$ cat src/rtl/pwmtb_pkg.sv
package pwmtb_pkg;

   typedef enum logic [1:0] {
      CM_FREEZE = 2'd0,
      CM_UP     = 2'd1,
      CM_DOWN   = 2'd2,
      CM_UPDOWN = 2'd3
   } cnt_mode_e;

   typedef enum logic [1:0] {
      PU_NOW    = 2'd0,
      PU_ZERO   = 2'd1,
      PU_SYNC   = 2'd2,
      PU_EITHER = 2'd3
   } per_upd_e;

   typedef enum logic [1:0] {
      HALT_NONE = 2'd0,
      HALT_ZERO = 2'd1,
      HALT_TOP  = 2'd2
   } halt_e;

   typedef enum logic [1:0] {
      SO_SYNC = 2'd0,
      SO_ZERO = 2'd1,
      SO_TOP  = 2'd2,
      SO_OFF  = 2'd3
   } sync_sel_e;

   localparam logic [2:0] RC_HALT_ZERO = 3'd0;
   localparam logic [2:0] RC_HALT_TOP  = 3'd1;
   localparam logic [2:0] RC_FREE      = 3'd2;
   localparam logic [2:0] RC_ONCE_ZERO = 3'd3;
   localparam logic [2:0] RC_ONCE_TOP  = 3'd4;

endpackage

$ cat src/rtl/pwmtb_prescaler.sv
module pwmtb_prescaler #(
   parameter int DW     = 8,
   parameter int STAGES = 2
) (
   input  logic                       clk,
   input  logic                       rst_n,
   input  logic [STAGES-1:0][DW-1:0]  div,
   output logic                       tick
);
   localparam logic [DW-1:0] STEP = 1;

   logic [STAGES:0] en;
   assign en[0] = 1'b1;

   for (genvar g = 0; g < STAGES; g++) begin : g_stage
      logic [DW-1:0] cnt_q;
      logic          wrap;
      assign wrap      = (cnt_q >= div[g]);
      assign en[g+1]   = en[g] & wrap;
      always_ff @(posedge clk or negedge rst_n) begin
         if (!rst_n)     cnt_q <= '0;
         else if (en[g]) cnt_q <= wrap ? '0 : cnt_q + STEP;
      end
   end

   assign tick = en[STAGES];

   // a non-zero first-stage divider never yields two enables in a row
   a_r2_stage_gap : assert property (@(posedge clk) disable iff (!rst_n)
      (en[1] && div[0] != '0) |=> (!en[1] || div[0] == '0));

endmodule

$ cat src/rtl/pwmtb_period.sv
module pwmtb_period
   import pwmtb_pkg::*;
#(
   parameter int            CW   = 16,
   parameter logic [CW-1:0] INIT = '1
) (
   input  logic          clk,
   input  logic          rst_n,
   input  logic          wr,
   input  logic [CW-1:0] wr_data,
   input  per_upd_e      upd,
   input  logic          zero_evt,
   input  logic          sync_evt,
   output logic [CW-1:0] active
);
   logic [CW-1:0] shadow_q, active_q;
   logic          load;

   always_comb begin
      case (upd)
         PU_NOW:  load = 1'b1;
         PU_ZERO: load = zero_evt;
         PU_SYNC: load = sync_evt;
         default: load = zero_evt | sync_evt;
      endcase
   end

   always_ff @(posedge clk or negedge rst_n) begin
      if (!rst_n) begin
         shadow_q <= INIT;
         active_q <= INIT;
      end else begin
         if (wr)   shadow_q <= wr_data;
         if (load) active_q <= shadow_q;
      end
   end

   assign active = active_q;

   // in zero-timed mode the active period moves only on a zero step
   a_r10_zero_hold : assert property (@(posedge clk) disable iff (!rst_n)
      (upd == PU_ZERO && !zero_evt) |=> $stable(active_q));

endmodule

$ cat src/rtl/pwmtb_runctl.sv
module pwmtb_runctl
   import pwmtb_pkg::*;
(
   input  logic       clk,
   input  logic       rst_n,
   input  logic       wr,
   input  logic [2:0] code,
   input  logic       zero_evt,
   input  logic       top_evt,
   output logic       running,
   output logic       halted
);
   halt_e sel_q;
   logic  run_q, halt_q, hit;

   assign hit = run_q && ((sel_q == HALT_ZERO && zero_evt) ||
                          (sel_q == HALT_TOP  && top_evt));

   always_ff @(posedge clk or negedge rst_n) begin
      if (!rst_n) begin
         run_q  <= 1'b0;
         sel_q  <= HALT_NONE;
         halt_q <= 1'b0;
      end else begin
         halt_q <= 1'b0;
         if (wr) begin
            case (code)
               RC_HALT_ZERO: sel_q <= HALT_ZERO;
               RC_HALT_TOP:  sel_q <= HALT_TOP;
               RC_FREE:      begin run_q <= 1'b1; sel_q <= HALT_NONE; end
               RC_ONCE_ZERO: begin run_q <= 1'b1; sel_q <= HALT_ZERO; end
               RC_ONCE_TOP:  begin run_q <= 1'b1; sel_q <= HALT_TOP;  end
               default: ;
            endcase
         end else if (hit) begin
            run_q  <= 1'b0;
            sel_q  <= HALT_NONE;
            halt_q <= 1'b1;
         end
      end
   end

   assign running = run_q;
   assign halted  = halt_q;

   // a stop pulse leaves the counter stopped
   a_r9_halt_stops : assert property (@(posedge clk) disable iff (!rst_n)
      halt_q |-> !run_q);
   // a stop pulse is always caused by a zero or period step
   a_r9_halt_cause : assert property (@(posedge clk) disable iff (!rst_n)
      halt_q |-> $past(zero_evt || top_evt));
   // start codes always leave the counter running
   a_r8_start_runs : assert property (@(posedge clk) disable iff (!rst_n)
      (wr && (code == RC_FREE || code == RC_ONCE_ZERO || code == RC_ONCE_TOP)) |=> run_q);

endmodule

$ cat src/rtl/pwmtb_counter.sv
module pwmtb_counter
   import pwmtb_pkg::*;
#(
   parameter int CW = 16
) (
   input  logic          clk,
   input  logic          rst_n,
   input  logic          tick,
   input  logic          running,
   input  cnt_mode_e     mode,
   input  logic [CW-1:0] per,
   input  logic          reload,
   input  logic [CW-1:0] phase,
   output logic [CW-1:0] count,
   output logic          dir,
   output logic          zero_evt,
   output logic          top_evt,
   output logic          zero_pulse,
   output logic          top_pulse
);
   localparam logic [CW-1:0] ONE = 1;

   logic [CW-1:0] cnt_q, nxt;
   logic          dir_q, dnx, adv, zero_q, top_q;

   assign adv = tick & running & (mode != CM_FREEZE);

   always_comb begin
      nxt = cnt_q;
      dnx = dir_q;
      case (mode)
         CM_UP: begin
            dnx = 1'b0;
            if (adv) nxt = (cnt_q >= per) ? '0 : cnt_q + ONE;
         end
         CM_DOWN: begin
            dnx = 1'b1;
            if (adv) nxt = (cnt_q == '0 || cnt_q > per) ? per : cnt_q - ONE;
         end
         CM_UPDOWN: begin
            if (adv) begin
               if (!dir_q) begin
                  if (cnt_q >= per) begin
                     dnx = 1'b1;
                     nxt = (cnt_q == '0) ? '0 : cnt_q - ONE;
                  end else begin
                     nxt = cnt_q + ONE;
                  end
               end else begin
                  if (cnt_q == '0) begin
                     dnx = 1'b0;
                     nxt = (per == '0) ? '0 : ONE;
                  end else begin
                     nxt = cnt_q - ONE;
                  end
               end
            end
         end
         default: ;
      endcase
      if (reload) begin
         nxt = phase;
         if (mode == CM_UPDOWN) dnx = dir_q;
      end
   end

   assign zero_evt = adv & ~reload & (nxt == '0);
   assign top_evt  = adv & ~reload & (nxt == per);

   always_ff @(posedge clk or negedge rst_n) begin
      if (!rst_n) begin
         cnt_q  <= '0;
         dir_q  <= 1'b0;
         zero_q <= 1'b0;
         top_q  <= 1'b0;
      end else begin
         cnt_q  <= nxt;
         dir_q  <= dnx;
         zero_q <= zero_evt;
         top_q  <= top_evt;
      end
   end

   assign count      = cnt_q;
   assign dir        = dir_q;
   assign zero_pulse = zero_q;
   assign top_pulse  = top_q;

   // zero pulse coincides with a count of zero
   a_r7_zero_pulse : assert property (@(posedge clk) disable iff (!rst_n)
      zero_q |-> (cnt_q == '0));
   // period pulse coincides with the count equal to the period used
   a_r7_top_pulse : assert property (@(posedge clk) disable iff (!rst_n)
      top_q |-> (cnt_q == $past(per)));
   // freeze mode holds the count
   a_r6_freeze_holds : assert property (@(posedge clk) disable iff (!rst_n)
      (mode == CM_FREEZE && !reload) |=> $stable(cnt_q));
   // a stopped counter holds its count
   a_r8_idle_holds : assert property (@(posedge clk) disable iff (!rst_n)
      (!running && !reload) |=> $stable(cnt_q));
   // a sync reload shows the phase on the next clock
   a_r11_phase_load : assert property (@(posedge clk) disable iff (!rst_n)
      reload |=> (cnt_q == $past(phase)));

endmodule

$ cat src/rtl/pwm_timebase.sv
module pwm_timebase
   import pwmtb_pkg::*;
#(
   parameter int            CW       = 16,
   parameter int            PW       = 8,
   parameter logic [CW-1:0] PER_INIT = '1
) (
   input  logic          clk,
   input  logic          rst_n,
   input  logic [PW-1:0] clk_div,
   input  logic [PW-1:0] tmr_div,
   input  logic          period_wr,
   input  logic [CW-1:0] period_data,
   input  logic [1:0]    period_upd,
   input  logic          run_wr,
   input  logic [2:0]    run_code,
   input  logic [1:0]    cnt_mode,
   input  logic          sync_en,
   input  logic          sync_in,
   input  logic          sw_sync,
   input  logic [CW-1:0] phase,
   input  logic [1:0]    sync_out_sel,
   output logic [CW-1:0] count,
   output logic          dir,
   output logic          tez,
   output logic          tep,
   output logic          stop_pulse,
   output logic          sync_out
);
   localparam int DIV_STAGES = 2;

   if (CW < 2 || CW > 32) begin : g_bad_cw
      $error("pwm_timebase: CW must lie in 2..32");
   end
   if (PW < 1 || PW > 16) begin : g_bad_pw
      $error("pwm_timebase: PW must lie in 1..16");
   end

   logic          tick, running, zero_evt, top_evt;
   logic          sw_q, sync_evt, reload, so_q;
   logic [CW-1:0] per_active;

   always_ff @(posedge clk or negedge rst_n) begin
      if (!rst_n) sw_q <= 1'b0;
      else        sw_q <= sw_sync;
   end

   assign sync_evt = sync_in | (sw_sync ^ sw_q);
   assign reload   = sync_evt & sync_en;

   pwmtb_prescaler #(.DW(PW), .STAGES(DIV_STAGES)) u_div (
      .clk   (clk),
      .rst_n (rst_n),
      .div   ({tmr_div, clk_div}),
      .tick  (tick)
   );

   pwmtb_period #(.CW(CW), .INIT(PER_INIT)) u_per (
      .clk      (clk),
      .rst_n    (rst_n),
      .wr       (period_wr),
      .wr_data  (period_data),
      .upd      (per_upd_e'(period_upd)),
      .zero_evt (zero_evt),
      .sync_evt (sync_evt),
      .active   (per_active)
   );

   pwmtb_runctl u_run (
      .clk      (clk),
      .rst_n    (rst_n),
      .wr       (run_wr),
      .code     (run_code),
      .zero_evt (zero_evt),
      .top_evt  (top_evt),
      .running  (running),
      .halted   (stop_pulse)
   );

   pwmtb_counter #(.CW(CW)) u_cnt (
      .clk        (clk),
      .rst_n      (rst_n),
      .tick       (tick),
      .running    (running),
      .mode       (cnt_mode_e'(cnt_mode)),
      .per        (per_active),
      .reload     (reload),
      .phase      (phase),
      .count      (count),
      .dir        (dir),
      .zero_evt   (zero_evt),
      .top_evt    (top_evt),
      .zero_pulse (tez),
      .top_pulse  (tep)
   );

   always_ff @(posedge clk or negedge rst_n) begin
      if (!rst_n) begin
         so_q <= 1'b0;
      end else begin
         case (sync_sel_e'(sync_out_sel))
            SO_SYNC: so_q <= sync_evt;
            SO_ZERO: so_q <= zero_evt;
            SO_TOP:  so_q <= top_evt;
            default: so_q <= 1'b0;
         endcase
      end
   end

   assign sync_out = so_q;

   // the disabled selection keeps the sync output low
   a_r12_off_quiet : assert property (@(posedge clk) disable iff (!rst_n)
      (sync_out_sel == 2'd3) |=> !sync_out);
   // zero selection tracks the zero pulse
   a_r12_zero_follow : assert property (@(posedge clk) disable iff (!rst_n)
      (sync_out_sel == 2'd1) |=> (sync_out == tez));

endmodule

$ cat config.mk
export PLATFORM = sky130hd
export DESIGN_NAME = pwm_timebase
export DESIGN_NICKNAME = d
export VERILOG_FILES = /design/src/rtl/pwmtb_pkg.sv /design/src/rtl/pwmtb_prescaler.sv /design/src/rtl/pwmtb_period.sv /design/src/rtl/pwmtb_runctl.sv /design/src/rtl/pwmtb_counter.sv /design/src/rtl/pwm_timebase.sv
export SDC_FILE = /design/constraint.sdc
export NUM_CORES = 1
export LEC_CHECK = 0
export BUFFER_PORTS_ARGS = -buffer_cell sky130_fd_sc_hd__buf_2
export CORE_MARGIN = 3
export CORE_UTILIZATION = 25
export CTS_CLUSTER_DIAMETER = 150
export DETAILED_ROUTE_END_ITERATION = 7
export GPL_ROUTABILITY_DRIVEN = 1
export HOLD_SLACK_MARGIN = 0.03
export SLEW_MARGIN = 40
export SYNTH_ARGS = -nofsm -noshare
export SYNTH_HDL_FRONTEND = slang
export SYNTH_SLANG_ARGS = --single-unit
$ cat constraint.sdc
create_clock -name clk -period 5.7 [get_ports clk]
set_clock_uncertainty 0.2 [all_clocks]
set_input_delay 0.57 -clock clk [delete_from_list [all_inputs] [get_ports clk]]
set_output_delay 0.57 -clock clk [all_outputs]
set_load 0.05 [all_outputs]
==> impl_metrics.yaml <==
outcome:
  status: "completed"
cts:
  cts_sinks: 73
  cts-htree-levels: 3
  post_cts_buffers: 0
  cts_buffer_depth: 2
  cts.hold.buffers_added: 0
  cts_buffers: 9
  ctsRootBufferMaster: "clkbuf_16"
  clkLatencyLatePin_ns: 0.36
  ctsResizeCount: 0
  path_clk_slew_ns: 0.06
  cts_tree: "yes"
floorplan:
  num_io_pins: 85
  num_rows: 56
  die_h_um: 162
  initial_utilization: 0.257
  die-area_um2: 26200
  die_x_um: 162
  core_um2: 23700
placed_design:
  port_buffers: 84
  dp_cells: 1096
  dp_hpwl_um: 16400
  place_congestion: 0.990
sta:
  setup_viol: 0
  relSlewSlack: 0.430
  rsz0062_at_grt: "no"
  setup_tns_ns: 0
  drv_slew: 0
  post-route-period-util: 0.869
  worst_slew_pin_slew_ns: 0.855
  min_period_ns: 4.95
  finalHoldViolCount: 0
  fmax_ghz: 0.202
cells_and_area:
  diodes: 0
  drive_gt1_frac: 0.266
  syn_to_final_growth_pct: 19.0
  final_nets: 893
  stdcell_count: 1112
logic_synthesis:
  ys_types: 83
  syn-cell-area_um2: 6080
  synth-compound-area-share: 0.212
  synth-edff-count: 0
  synth.most_common_cell: "inv_1"
  synthMuxAreaShare: 0.0675
  synth_top_family_by_area: "simple AND/OR/NAND/NOR gates"
  ys_top_cells_by_count: "inv_1, nand2_1, nor2_1, o21ai_0"
  synthArstFlopShare: 1.00
  syn-instance-count: 699
  synth_xor_area_frac: 0.0562
  syn_avg_cell_area_um2: 8.69
  synth-simple-area-share: 0.212
  synth-warning-count: 0
  synthFlopType: "dfrtp_1"
  yosys.area.top_type: "dfrtp_1"
  synth_top_area_share: 0.169
  synthTopCellsByArea: "dfrtp_1, dfstp_2, ha_1, mux2_2, o21ai_0"
  syn_nets: 804
  synth_fa_ha_area_frac: 0.0844
  ys_seq_elements: 73
  yosysSeqAreaShare: 0.307
routing:
  num_vias: 5926
  first_pass_iters: 5
  routed_wl_um: 21000
  drt_iter0_markers: 679
  wire_per_inst_um: 18.9
  ant_nets: 0
  drc: 0
  via_per_inst: 5.33
setup_path:
  path_buf_inv: 2
  cp-start-kind: "flop"
  crit_chain: "inv_1 > ha_1 > nand4_2 > or4_1 > a31oi_4 > nor2_1 > o311ai_1 > a31oi_1 > o21bai_1 > or4_1 > nor2_2 > a21o_1 > buf_4 > mux2_2"
  arrival_ns: 5.03
  worstSetupEndpointType: "flop"
  worst_path_max_delay_cell: "or4_1"
  cpLargestDelayFamily: "simple AND/OR/NAND/NOR gates"
  slowest_delay_ns: 0.75
  path_max_fanout: 16
  crit_required_ns: 5.77
  critPathMostFrequentCell: "or4_1"
  critPathKind: "flop to flop"
grt:
  grt_pass1_vias: 5971
  grt_overflow: 0
  grt_pass1_wl_um: 33700
  grt_max_degree: 74
  antenna_found_initial: 0
  track_usage: 0.163
power_and_ir_drop:
  leakage_nw: 3.06
  p_sw_mw: 0.974
  p_comb_frac: 0.427
  swShare: 0.428
  vdd_drop_max_mv: 0.200
  power.total_mw: 2.28
  clockPowerShare: 0.246
  pwr-share-seq: 0.327
  p_per_area_nw_per_um2: 315
  p_int_mw: 1.30
job:
  drv_cap: 0
worst_hold_path:
  hold_path.class: "primary input to asynchronous set/reset pin"
[cell usage in the layout (no fill, tap or decap), drive strengths merged, types with 4 or more instances in the layout]
| master | netlist | final |
|---|---|---|
| nand3 | 32 | 32 |
| nor2 | 49 | 49 |
| mux2 | 32 | 32 |
| and3 | 11 | 11 |
| o211ai | 12 | 12 |
| a31oi | 16 | 16 |
| or3 | 13 | 13 |
| o21a | 7 | 7 |
| nand2 | 48 | 48 |
| xor2 | 15 | 15 |
| nand4 | 15 | 15 |
| buf | 19 | 112 |
| and2 | 5 | 5 |
| a21oi | 31 | 31 |
| dfstp | 32 | 32 |
| o22ai | 6 | 6 |
| ha | 41 | 41 |
| clkbuf | 15 | 9 |
| mux2i | 5 | 5 |
| o32ai | 4 | 4 |
| nor4 | 14 | 14 |
| xnor2 | 24 | 24 |
| o31ai | 8 | 8 |
| o21ai | 52 | 52 |
| or4 | 6 | 6 |
| a211oi | 4 | 4 |
| inv | 50 | 55 |
| nor3 | 23 | 23 |
| and4 | 4 | 4 |
| dfrtp | 41 | 41 |
| nand2b | 6 | 6 |
[layer usage]
metal,wire (µm),track usage
met1,9240,0.217
met2,9450,0.250
met3,1640,0.0428
met4,720,0.0671
met5,0,0
[state kept, by name, summed over array words and instances (netlist names)]
| name | count |
|---|---|
| u_cnt.count | 16 |
| u_run.running | 1 |
| u_cnt.dir | 1 |
| u_div.g_stage.cnt_q | 16 |
| u_cnt.zero_pulse | 1 |
| u_run.halted | 1 |
| u_per.shadow_q | 16 |
| sw_q | 1 |
| u_per.active | 16 |
| u_cnt.top_pulse | 1 |
| sync_out | 1 |
| u_run.sel_q | 2 |
[cells by family (layout without fill, tap and decap cells)]
logic type / count (synthesis) / count (layout)
compound gates: 184 / 184
xor+xnor: 39 / 39
fa+ha+maj: 41 / 41
buf+inv: 84 / 178
simple gates: 241 / 241
mux: 37 / 37
flops: 73 / 73
[power by group through the flow]
stage / combinational [mW] / clock [mW] / sequential (mW)
global placement: 0.951 / 0 / 0.746
floorplan: 0.612 / 0 / 0.785
finish: 0.972 / 0.560 / 0.745
CTS: 0.961 / 0.576 / 0.743
global route: 1.07 / 0.595 / 0.760
detailed placement: 0.954 / 0 / 0.752
[final timing paths]
path / slack (ns) / start / cells after the start / endpoint
max: 0.75 / u_per.active[12] / 14 / u_per.active[4]
min: 0.04 / rst_n / 1 / u_cnt.top_pulse
max reg2reg: 0.75 / u_per.active[12] / 14 / u_per.active[4]
min reg2reg: 0.29 / u_div.g_stage[1].cnt_q[7] / 1 / u_div.g_stage[1].cnt_q[7]
max in group asynchronous: 4.79 / rst_n / 1 / u_cnt.count[15]
min in group clk: 0.15 / sw_sync / 1 / sw_q
[through the flow]
step / setup slack (ns) / area (µm²) / hold slack (ns) / util
after floorplan: 1.15 / 6080 / 0.0744 / -
after global placement: 0.665 / 6940 / 0.278 / 0.293
after detailed placement: 0.748 / 6950 / 0.285 / 0.293
after CTS: 0.795 / 7230 / 0.0624 / 0.305
after global routing: 0.604 / 7230 / 0.0870 / 0.305
final: 0.748 / 7230 / 0.0362 / 0.305
[final cells by class]
type	count	area [µm²]
Sequential cell	73	1870
Multi-Input combinational cell	542	3860
Clock buffer	9	225
Fill cell	2578	16500
Tap cell	319	399
Inverter	50	188
Timing Repair Buffer	112	637
Clock inverter	7	57.6
Power figures use the tool's default switching activity.
